File: src/rtl/rh_port_pkg.sv
package rh_port_pkg;
  localparam int N_CHG = 4;

  // change-flag slots, offset from the change base bit
  localparam int CHG_CONN = 0;
  localparam int CHG_ENA  = 1;
  localparam int CHG_RST  = 2;
  localparam int CHG_SUSP = 3;

  typedef struct packed {
    logic             set_ena;
    logic             clr_ena;
    logic [N_CHG-1:0] ack;
  } port_cmd_t;
endpackage

File: src/rtl/rh_port_cmd_dec.sv
module rh_port_cmd_dec
  import rh_port_pkg::*;
(
  input  logic             wr_en,
  input  logic [1:0]       wr_ctl,
  input  logic [N_CHG-1:0] wr_ack,
  output port_cmd_t        cmd
);
  always_comb begin
    cmd.clr_ena = wr_en & wr_ctl[0];
    cmd.set_ena = wr_en & wr_ctl[1];
    cmd.ack     = wr_en ? wr_ack : '0;
  end
endmodule

File: src/rtl/rh_port_conn.sv
module rh_port_conn (
  input  logic clk,
  input  logic rst,
  input  logic dev_present,
  input  logic nonremovable,
  output logic ccs_q,
  output logic attach_ev,
  output logic detach_ev
);
  logic ccs_now;

  assign ccs_now   = dev_present | nonremovable;
  assign attach_ev = ccs_now & ~ccs_q;
  assign detach_ev = ~ccs_now & ccs_q;

  always_ff @(posedge clk) begin
    if (rst) ccs_q <= 1'b0;
    else     ccs_q <= ccs_now;
  end
endmodule

File: src/rtl/rh_port_chg.sv
module rh_port_chg #(
  parameter int N = 4
) (
  input  logic         clk,
  input  logic         rst,
  input  logic [N-1:0] set,
  input  logic [N-1:0] ack,
  output logic [N-1:0] flag_q,
  output logic [N-1:0] flag_d
);
  for (genvar i = 0; i < N; i++) begin : g_flag
    // a setting event outranks a same-cycle acknowledge
    always_comb begin
      if (set[i])      flag_d[i] = 1'b1;
      else if (ack[i]) flag_d[i] = 1'b0;
      else             flag_d[i] = flag_q[i];
    end

    always_ff @(posedge clk) begin
      if (rst) flag_q[i] <= 1'b0;
      else     flag_q[i] <= flag_d[i];
    end
  end
endmodule

File: src/rtl/rh_port_status.sv
module rh_port_status
  import rh_port_pkg::*;
#(
  parameter int DATA_W   = 32,
  parameter int CHG_BASE = 16
) (
  input  logic              clk,
  input  logic              rst,
  input  logic              wr_en,
  input  logic [DATA_W-1:0] wr_data,
  output logic [DATA_W-1:0] rd_data,
  input  logic              dev_present,
  input  logic              nonremovable,
  input  logic              overcurrent,
  input  logic              pwr_off,
  input  logic              babble,
  input  logic              reset_done,
  input  logic              suspend_done,
  input  logic [N_CHG-1:0]  irq_mask,
  output logic              irq
);
  localparam int CHG_TOP = CHG_BASE + N_CHG - 1;

  port_cmd_t        cmd;
  logic             ccs_q, attach_ev, detach_ev;
  logic             pes_q, pes_d;
  logic             hw_dis;
  logic [N_CHG-1:0] chg_set, chg_q, chg_d;
  logic             irq_q;
  logic             unused_wr_bits;

  assign unused_wr_bits = ^{wr_data[DATA_W-1:CHG_TOP+1], wr_data[CHG_BASE-1:2]};

  rh_port_cmd_dec u_dec (
    .wr_en  (wr_en),
    .wr_ctl (wr_data[1:0]),
    .wr_ack (wr_data[CHG_TOP:CHG_BASE]),
    .cmd    (cmd)
  );

  rh_port_conn u_conn (
    .clk          (clk),
    .rst          (rst),
    .dev_present  (dev_present),
    .nonremovable (nonremovable),
    .ccs_q        (ccs_q),
    .attach_ev    (attach_ev),
    .detach_ev    (detach_ev)
  );

  // hardware disable sources, detach included
  assign hw_dis = overcurrent | pwr_off | babble | detach_ev;

  always_comb begin
    if (hw_dis)
      pes_d = 1'b0;
    else if (cmd.clr_ena)
      pes_d = 1'b0;
    else if ((cmd.set_ena | reset_done | suspend_done) & ccs_q)
      pes_d = 1'b1;
    else
      pes_d = pes_q;
  end

  always_ff @(posedge clk) begin
    if (rst) pes_q <= 1'b0;
    else     pes_q <= pes_d;
  end

  always_comb begin
    chg_set           = '0;
    chg_set[CHG_CONN] = attach_ev | detach_ev | (cmd.set_ena & ~ccs_q);
    chg_set[CHG_ENA]  = hw_dis & pes_q;
    chg_set[CHG_RST]  = reset_done;
    chg_set[CHG_SUSP] = suspend_done;
  end

  rh_port_chg #(.N(N_CHG)) u_chg (
    .clk    (clk),
    .rst    (rst),
    .set    (chg_set),
    .ack    (cmd.ack),
    .flag_q (chg_q),
    .flag_d (chg_d)
  );

  always_ff @(posedge clk) begin
    if (rst) irq_q <= 1'b0;
    else     irq_q <= |(chg_d & irq_mask);
  end

  always_comb begin
    rd_data                    = '0;
    rd_data[0]                 = ccs_q;
    rd_data[1]                 = pes_q;
    rd_data[CHG_TOP:CHG_BASE]  = chg_q;
  end

  assign irq = irq_q;
endmodule

File: config.mk
export PLATFORM = sky130hd
export DESIGN_NAME = rh_port_status
export DESIGN_NICKNAME = d
export VERILOG_FILES = /design/src/rtl/rh_port_pkg.sv /design/src/rtl/rh_port_cmd_dec.sv /design/src/rtl/rh_port_conn.sv /design/src/rtl/rh_port_chg.sv /design/src/rtl/rh_port_status.sv
export SDC_FILE = /design/constraint.sdc
export NUM_CORES = 1
export LEC_CHECK = 0
export ABC_AREA = 1
export CAP_MARGIN = 25
export CORE_UTILIZATION = 25
export DETAILED_ROUTE_END_ITERATION = 12
export PLACE_DENSITY = 0.9
export SLEW_MARGIN = 25
export SYNTH_ARGS = -nofsm -noshare
export SYNTH_HDL_FRONTEND = slang
export SYNTH_SLANG_ARGS = --single-unit
File: constraint.sdc
create_clock -name clk -period 2.7 [get_ports clk]
set_input_delay 0.54 -clock clk [delete_from_list [all_inputs] [get_ports clk]]
set_output_delay 0.54 -clock clk [all_outputs]
set_load 0.01 [all_outputs]
Word level (Yosys, flattened, before mapping)
Cells that the tools add are included.
- multiplexer cells: 9
- shifts and indexed selects: 0
- bitwise operators: 18
- $lt $le $gt $ge: 0
- $mul: 0
- reductions and logical operators: 2
- equality and inequality tests: 0
- add/sub/neg operators: 0
- div/mod/pow operators: 0
- operator list (kind ; count):
    $mux W1 ; 8
    $or A1 B1 Y1 ; 8
    $and A1 B1 Y1 ; 7
    $and A4 B4 Y4 ; 1
    $mux W4 ; 1
    $reduce_or A4 Y1 ; 1
    $reduce_or A3 Y1 ; 1
    $not A1 Y1 ; 2
- input bits: 46
- memories: 0
- logic and storage cells: 36
- flip-flop bits (word level): 7
- bits in read-only memories: 0
- bits in writable memories: 0
- output and inout port bits: 33
- latch bits: 0

Longest topological paths before layout
Gate-level depths: netlist of the first run.
- word-level depth: 8
- mapped depth: 10
- mapped depth without buffers: 10

Hierarchy
From an unflattened synthesis of the first run, not the netlist that was laid out.
- cells, all modules: 98
- area, all modules: 613.1 um2
- modules (own cells, without submodules) (module ; sequential area each (um2) ; cells an instance ; area each (um2) ; instances):
    rh_port_status ; 40.0 ; 53 ; 355.3 ; 1
    rh_port_chg ; 80.1 ; 24 ; 160.2 ; 1
    rh_port_conn ; 20.0 ; 9 ; 52.6 ; 1
    rh_port_cmd_dec ; 0.0 ; 12 ; 45.0 ; 1

Worst setup path after synthesis of the first run
No wires, ideal clock.
- path type: input to register
- start: input nonremovable
- end: register irq_q (netlist: irq)
- path slack: 1.382 ns
- arrival: 1.209 ns
- path buffers: 0
- cell stages on the path: 10
- data required time: 2.591 ns
- setup time: 0.109 ns
- cells stage by stage: nor2_1 > ha_1 > nor2_1 > nand2_1 > nand2_1 > nand2_1 > nand2_4 > nand3_1 > nand2_1 > inv_1
- word-level cells in the longest chain between the ends: 8
- elaborated cells on any way between the ends: 12
- classes of those cells: 2 x mux; 9 x bitwise; 1 x reduce/logical
- ends and longest elaborated chain (element ; RTL line ; text):
    from (decl) ; rh_port_status.sv:13 ; input logic nonremovable,
    $or A1 B1 Y1 (*) ; rh_port_conn.sv:12 ; assign ccs_now = dev_present | nonremovable;
    $not A1 Y1 ; rh_port_conn.sv:14 ; assign detach_ev = ~ccs_now & ccs_q;
    $and A1 B1 Y1 ; rh_port_conn.sv:14 ;
    $or A1 B1 Y1 (on tied branches) ; rh_port_status.sv:72, rh_port_status.sv:52 ;
    $or A1 B1 Y1 / $and A1 B1 Y1 (equally long branches) ; rh_port_status.sv:72, rh_port_status.sv:73 ;
    $mux W1 ; rh_port_chg.sv:14 ; if (set[i]) flag_d[i] = 1'b1;
    $and A4 B4 Y4 (*) ; rh_port_status.sv:89 ; else irq_q <= |(chg_d & irq_mask);
    $reduce_or A4 Y1 (*) ; rh_port_status.sv:89 ;
    to (signal assigned) ; rh_port_status.sv:89 ;
    to (decl) ; rh_port_status.sv:29 ; logic irq_q;
Every way passes the cells marked *; elsewhere a longest branch is shown, timed or not.
A chain may end at the register's enable or synchronous reset.

Final worst setup path of the first run
- start: register u_conn.ccs_q
- end: output rd_data[0]
- RTL lines (element ; RTL line ; text):
    from (decl) ; rh_port_conn.sv:6 ; output logic ccs_q,
    from (signal assigned) ; rh_port_conn.sv:18 ; else ccs_q <= ccs_now;
    to (decl) ; rh_port_status.sv:11 ; output logic [DATA_W-1:0] rd_data,
No word-level cell between the ends.

==> qor.txt, run 1 <==
Status: completed
Slowest-stage cell, CP: clkdlybuf4s50_1
Post-CTS sizing: 0
Critical Path Stages: 1
CP Data Required Time: 2.16 ns
Hold depth: 2
CTS Buffer Depth: 2
Yosys reg bits: 7
Worst-Skew Late Latency: 0.24 ns
CTS H-tree lvls: 1
Hold buffers post-CTS: 0
Post-Layout Cell Count: 133
Initial antenna violation count: 0
Mean post-synth cell area: 7.10 um^2
Synth area leader: buf_4
Worst r2r path cells: 9
Fin util: 37.4%
Hpwl dp: 1.01 mm
Wire length per cell: 8.59 um
Hold Path Origin: u_chg.flag_q[3]
Critical Path End Type: output pin
CTS Sinks: 7
Largest net degree at the start of global routing: 8
Root Driver: clkbuf_4
Initial Utilization: 27.5%
R2r endpoint: irq
Die Area: 2440 um^2
GPL Wtd Cong: 0.783
TritonCTS buffer count: 3
Antenna Nets Post-Route: 0
Synth top area share: 37.5%
Vias: 477
Most used DFF post-synth: dfxtp_1
Vias in the first global route: 427
DR pass1 iterations: 2
All-layer global routing usage: 10.2%
CP max FO: 3
Clock network fraction of design power: 30.7%
Reg-to-reg slack, setup: 1.54 ns
Final Hold Fails: 0
Synth async-reset ratio: 0%
Fin. max-slew vios: 0
Commonest cells in the synthesized netlist: buf_4, nand2_1, dfxtp_1
Number of flops mapped to enable cells by yosys: 0
Final setup violation count: 0
Endpoint arrival time on the critical path: 1.14 ns
Startpoint Class: register
Post-CTS Setup Inserts: 0
Die height: 49.4 um
Fin crit share: 62.4%
Post-synthesis instance area: 561 um^2
CP bufs+invs: 1
Min-Delay Path Class: reg -> reg
Net count, final: 154
Most frequent cell after synthesis: buf_4
Seq pwr share: 39.2%
RR Startpoint: u_conn.ccs_q
Switch Pwr: 0.0795 mW
First-pass GRT wire length: 1.81 mm
Synthesis-to-finish area growth: 36.4%
Placement Rows: 16
Synth cell types: 14
CP top delay family: buffers and inverters
Top-Level Pins: 79
Pwr/cell area: 380 nW/um^2
Drt drc: 0
Core ar.: 2040 um^2
Yosys warns: 0
Switching share of power: 27.3%
Max-cap violation count: 0
Fill cells: 215
Share of layout cells above drive strength 1: 5.66%
Crit-path max cell delay: 0.55 ns
First-iteration detailed-routing DRC count: 1
Mapped Cells: 79
FMAX: 594 MHz
Seq/Total Area, Yosys: 25.0%
Skew final: 0.00299 ns
RSZ-0062 raised after global routing: false
Vias/cell: 3.59
Worst Hold End: u_chg.flag_q[3]
Area contributors post-synth: buf_4, dfxtp_1, nand2_1
Lkg Pwr: 0.402 nW
Comb power frac: 30.2%
Port Buffers: 26
Chip width: 49.4 um
CP Cell Sequence: clkdlybuf4s50_1
CTS tree: built
Cells after DPL: 129
# diodes: 0
Internal power consumption: 0.211 mW
Setup TNS: 0 ns
GR Overflow Total: 0
Final worst path period need: 1.68 ns
Critical path start-end classification: reg -> out
DRT Wirelength: 1.14 mm
VDD IR max: 428 uV
Worst-path clk slew: 0.05 ns
-- logic make-up (layout without fill, tap and decap cells) --
logic type | after synthesis | in the layout | share of synthesized area, %
and+or+nand+nor | 27 | 27 | 20.1
AOI/OAI and AO/OA | 7 | 7 | 6.70
buffers and inverters | 36 | 38 | 45.3
DFF | 7 | 7 | 25.0
adders and majority gates | 1 | 1 | 2.23
other | 1 | 26 | 0.669
-- power by group through the flow --
stage	sequential [mW]	clock, mW	combinational, mW
floorplan	0.117	0	0.0662
global placement	0.115	0	0.0850
detailed placement	0.116	0	0.0875
CTS	0.114	0.0924	0.0879
global route	0.114	0.102	0.0964
finish	0.114	0.0891	0.0877
-- how the worst max path moves through the flow --
| stage | start | end | slack (ns) |
|---|---|---|---|
| 5_1_grt | pes_q | rd_data[1] | 0.97 |
| 2_1_floorplan | nonremovable | irq | 1.38 |
| 6_report | u_conn.ccs_q | rd_data[0] | 1.02 |
| 4_1_cts | u_conn.ccs_q | rd_data[0] | 1.0 |
| 3_5_place_dp | nonremovable | irq | 0.81 |
| 3_3_place_gp | nonremovable | irq | 0.83 |
-- layout make-up --
class | instances | area [um^2] | share of cell area [%]
Multi-Input combinational cell | 61 | 260 | 34.0
Timing Repair Buffer | 26 | 260 | 34.0
Sequential cell | 7 | 140 | 18.3
Inverter | 8 | 43.8 | 5.73
Tap cell | 27 | 33.8 | 4.42
Clock buffer | 4 | 26.3 | 3.44
-- flip-flops by register name, indices dropped and copies added, names as in the netlist --
| register | count |
|---|---|
| irq | 1 |
| pes_q | 1 |
| u_chg.flag_q | 4 |
| u_conn.ccs_q | 1 |
-- layout by cell type, fill, tap and decap left out, drive strengths merged --
cell type / synthesis / layout
bufinv: 1 / 1
dfxtp: 7 / 7
nand2: 20 / 20
clkdlybuf4s50: 0 / 26
nand3: 3 / 3
clkbuf: 0 / 4
ha: 1 / 1
a211oi: 1 / 1
inv: 7 / 7
o21ai: 1 / 1
nor2: 4 / 4
a21oi: 5 / 5
conb: 1 / 26
-- per-layer routing --
metal,track usage [%],up-vias,part of all wire [%]
met1,8.70,199,34
met5,0,-,0
met3,4.05,2,9.8
met2,19.4,35,55
li1,-,241,-
met4,5.88,0,1.4
-- through the flow --
| step | setup WS (ns) | hold slack [ns] | cell area, um^2 | power [mW] |
|---|---|---|---|---|
| after floorplan | 1.38 | 0.452 | 654 | 0.184 |
| after global placement | 0.834 | 0.464 | 738 | 0.200 |
| after detailed placement | 0.805 | 0.480 | 738 | 0.203 |
| after CTS | 0.997 | 0.488 | 764 | 0.294 |
| after global routing | 0.970 | 0.526 | 764 | 0.312 |
| final | 1.02 | 0.483 | 764 | 0.291 |
Power figures use the tool's default switching activity.
==> run 2: changes to the inputs <==
- CORE_UTILIZATION: 25 -> 21
- PLACE_DENSITY: 0.9 -> 0.82
- clock period: 2.7 -> 1.5 ns (I/O delays scaled with it)
==> run 2 against run 1 <==
Sequential power grew 79%. Via count did not move. Sequential share of layout area shrank 0.61 points. Flip-flop and latch count unchanged. Clock-buffer cell count did not move. Setup slack got worse by 0.93 ns. Clock power is 93% higher. Global-route usage is 1.6 points lower. Critical path type unchanged. Critical endpoint is now rd_data[18]. Largest power group unchanged.
==> qor.txt, run 2 (synthesis gave the netlist of run 1 again) <==
Internal power consumption: 0.383 mW (was 0.211 mW)
Antenna Nets Post-Route: 0 (unchanged)
Root Driver: clkbuf_4 (unchanged)
Crit-path max cell delay: 0.54 ns (was 0.55 ns)
Core ar.: 2500 um^2 (was 2040 um^2)
Port Buffers: 26 (unchanged)
Lkg Pwr: 0.441 nW (was 0.402 nW)
Die Area: 2880 um^2 (was 2440 um^2)
Switching share of power: 28.2% (was 27.3%)
# diodes: 0 (unchanged)
Wire length per cell: 7.67 um (was 8.59 um)
Pwr/cell area: 675 nW/um^2 (was 380 nW/um^2)
RSZ-0062 raised after global routing: false (unchanged)
FMAX: 705 MHz
Min-Delay Path Class: reg -> reg (unchanged)
Largest register FFs: 4 (unchanged)
Most flop-heavy register: u_chg.flag_q (unchanged)
Clock network fraction of design power: 32.1% (was 30.7%)
Hold buffers post-CTS: 0 (unchanged)
Vias/cell: 3.46 (was 3.59)
Hold_ws: 0.495 ns (was 0.483 ns)
Critical path start-end classification: reg -> out (unchanged)
Startpoint Class: register (unchanged)
First-pass GRT wire length: 1.73 mm (was 1.81 mm)
Drt drc: 0 (unchanged)
Slowest-stage cell, CP: clkdlybuf4s50_1 (unchanged)
Max-cap violation count: 0 (unchanged)
Chip width: 53.7 um (was 49.4 um)
Met2 GRT Util: 14.4% (was 19.4%)
Fin. max-slew vios: 0 (unchanged)
TritonCTS buffer count: 3 (unchanged)
First-iteration detailed-routing DRC count: 8 (was 1)
CP top delay family: buffers and inverters (unchanged)
Largest net degree at the start of global routing: 8 (unchanged)
GR Overflow Total: 0 (unchanged)
Most crowded layer after global routing: met2 (unchanged)
Worst-Skew Late Latency: 0.25 ns (was 0.24 ns)
CTS Buffer Depth: 2 (unchanged)
Hpwl dp: 898 um (was 1.01 mm)
Endpoint arrival time on the critical path: 1.12 ns (was 1.14 ns)
Placement Rows: 18 (was 16)
Die height: 53.7 um (was 49.4 um)
CTS tree: built (unchanged)
Top-Level Pins: 79 (unchanged)
CP bufs+invs: 1 (unchanged)
DR pass1 iterations: 4 (was 2)
Final setup violation count: 0 (unchanged)
CP Data Required Time: 1.20 ns (was 2.16 ns)
Final worst path period need: 1.42 ns
CP Cell Sequence: clkdlybuf4s50_1 (unchanged)
Final Hold Fails: 0 (unchanged)
Commonest non-fill, non-tap cell in the layout: conb_1
Fin crit share: 94.5%
Skew final: 0.00345 ns (was 0.00299 ns)
Critical Path End Type: output pin (unchanged)
Status: completed (unchanged)
Seq pwr share: 38.1% (was 39.2%)
CTS H-tree lvls: 1 (unchanged)
Met1 Use GR: 9.68% (was 8.70%)
DRT Wirelength: 1.06 mm (was 1.14 mm)
Power, Total: 0.534 mW (was 0.291 mW)
M3 GR Usage: 1.69% (was 4.05%)
Most frequent cells in the layout: conb_1, clkdlybuf4s50_1, nand2_1 (unchanged)
CP max FO: 2 (was 3)
Switch Pwr: 0.151 mW (was 0.0795 mW)
Worst-path clk slew: 0.05 ns (about the same)
Vias: 477 (unchanged)
Vias in the first global route: 449 (was 427)
Initial antenna violation count: 0 (unchanged)
Initial Utilization: 22.4% (was 27.5%)
Comb power frac: 29.8% (was 30.2%)
Share of layout cells above drive strength 1: 8.33% (was 5.66%)
All-layer global routing usage: 8.51% (was 10.2%)
CTS Sinks: 7 (unchanged)
Synthesis-to-finish area growth: 41.1% (was 36.4%)
Net count, final: 156 (was 154)
GPL Wtd Cong: 0.723 (was 0.783)
VDD IR max: 287 uV (was 428 uV)
==> run 2: worst min-delay path: cells and delay by family (launching register included) <==
kind | cells | cell delay (ns)
buffers and inverters | 1 | 0.04
AO/OA/AOI/OAI | 1 | 0.08
flip-flops | 1 | 0.35
==> run 2: repair_timing <==
action / 4_1_cts / 5_1_grt
setup buffers: 0 / 0
setup endpoints to repair: 0 / 3
resized for setup: 0 / 3
hold endpoints to repair: 0 / 0
==> run 2: power groups by stage <==
stage / registers (mW) / clock network (mW) / logic, mW
after global placement: 0.207 / 0 / 0.158
final: 0.204 / 0.172 / 0.159
after floorplan: 0.211 / 0 / 0.119
after global routing: 0.205 / 0.193 / 0.179
after CTS: 0.204 / 0.180 / 0.160
after detailed placement: 0.207 / 0 / 0.159
==> run 2: layout make-up <==
cell class / count / area (um^2)
fillers: 261 / 1710
repair buffers: 28 / 280
multi-input cells: 61 / 263
flip-flops and latches: 7 / 140
inverters: 8 / 43.8
well taps: 30 / 37.5
clock buffers: 4 / 26.3
==> run 2: layer usage <==
layer	routed length [um]	up-vias
met3	86	2
li1	-	246
met5	0	-
met2	516	35
met4	7	0
met1	447	194
==> run 2: worst paths after layout <==
path                         from          end  slack, ns  cells past startpoint
setup reg to reg     u_conn.ccs_q          irq       0.36                      9
setup / recovery  u_chg.flag_q[2]  rd_data[18]       0.08                      1
hold / removal              pes_q        pes_q       0.50                      2
hold reg to reg             pes_q        pes_q       0.50                      2
==> run 2: metrics by stage <==
| stage | TNS, ns | util (%) | std cells | instance area (um^2) | setup slack [ns] |
|---|---|---|---|---|---|
| 2_1_floorplan | 0 | - | 104 | 654 | 0.422 |
| 3_3_place_gp | -0.118 | 30.3 | 134 | 757 | -0.118 |
| 3_5_place_dp | -0.150 | 30.3 | 134 | 757 | -0.145 |
| 4_1_cts | 0 | 31.3 | 138 | 783 | 0.0210 |
| 5_1_grt | 0 | 31.6 | 138 | 791 | 0.0122 |
| 6_report | 0 | 31.6 | 138 | 791 | 0.0822 |
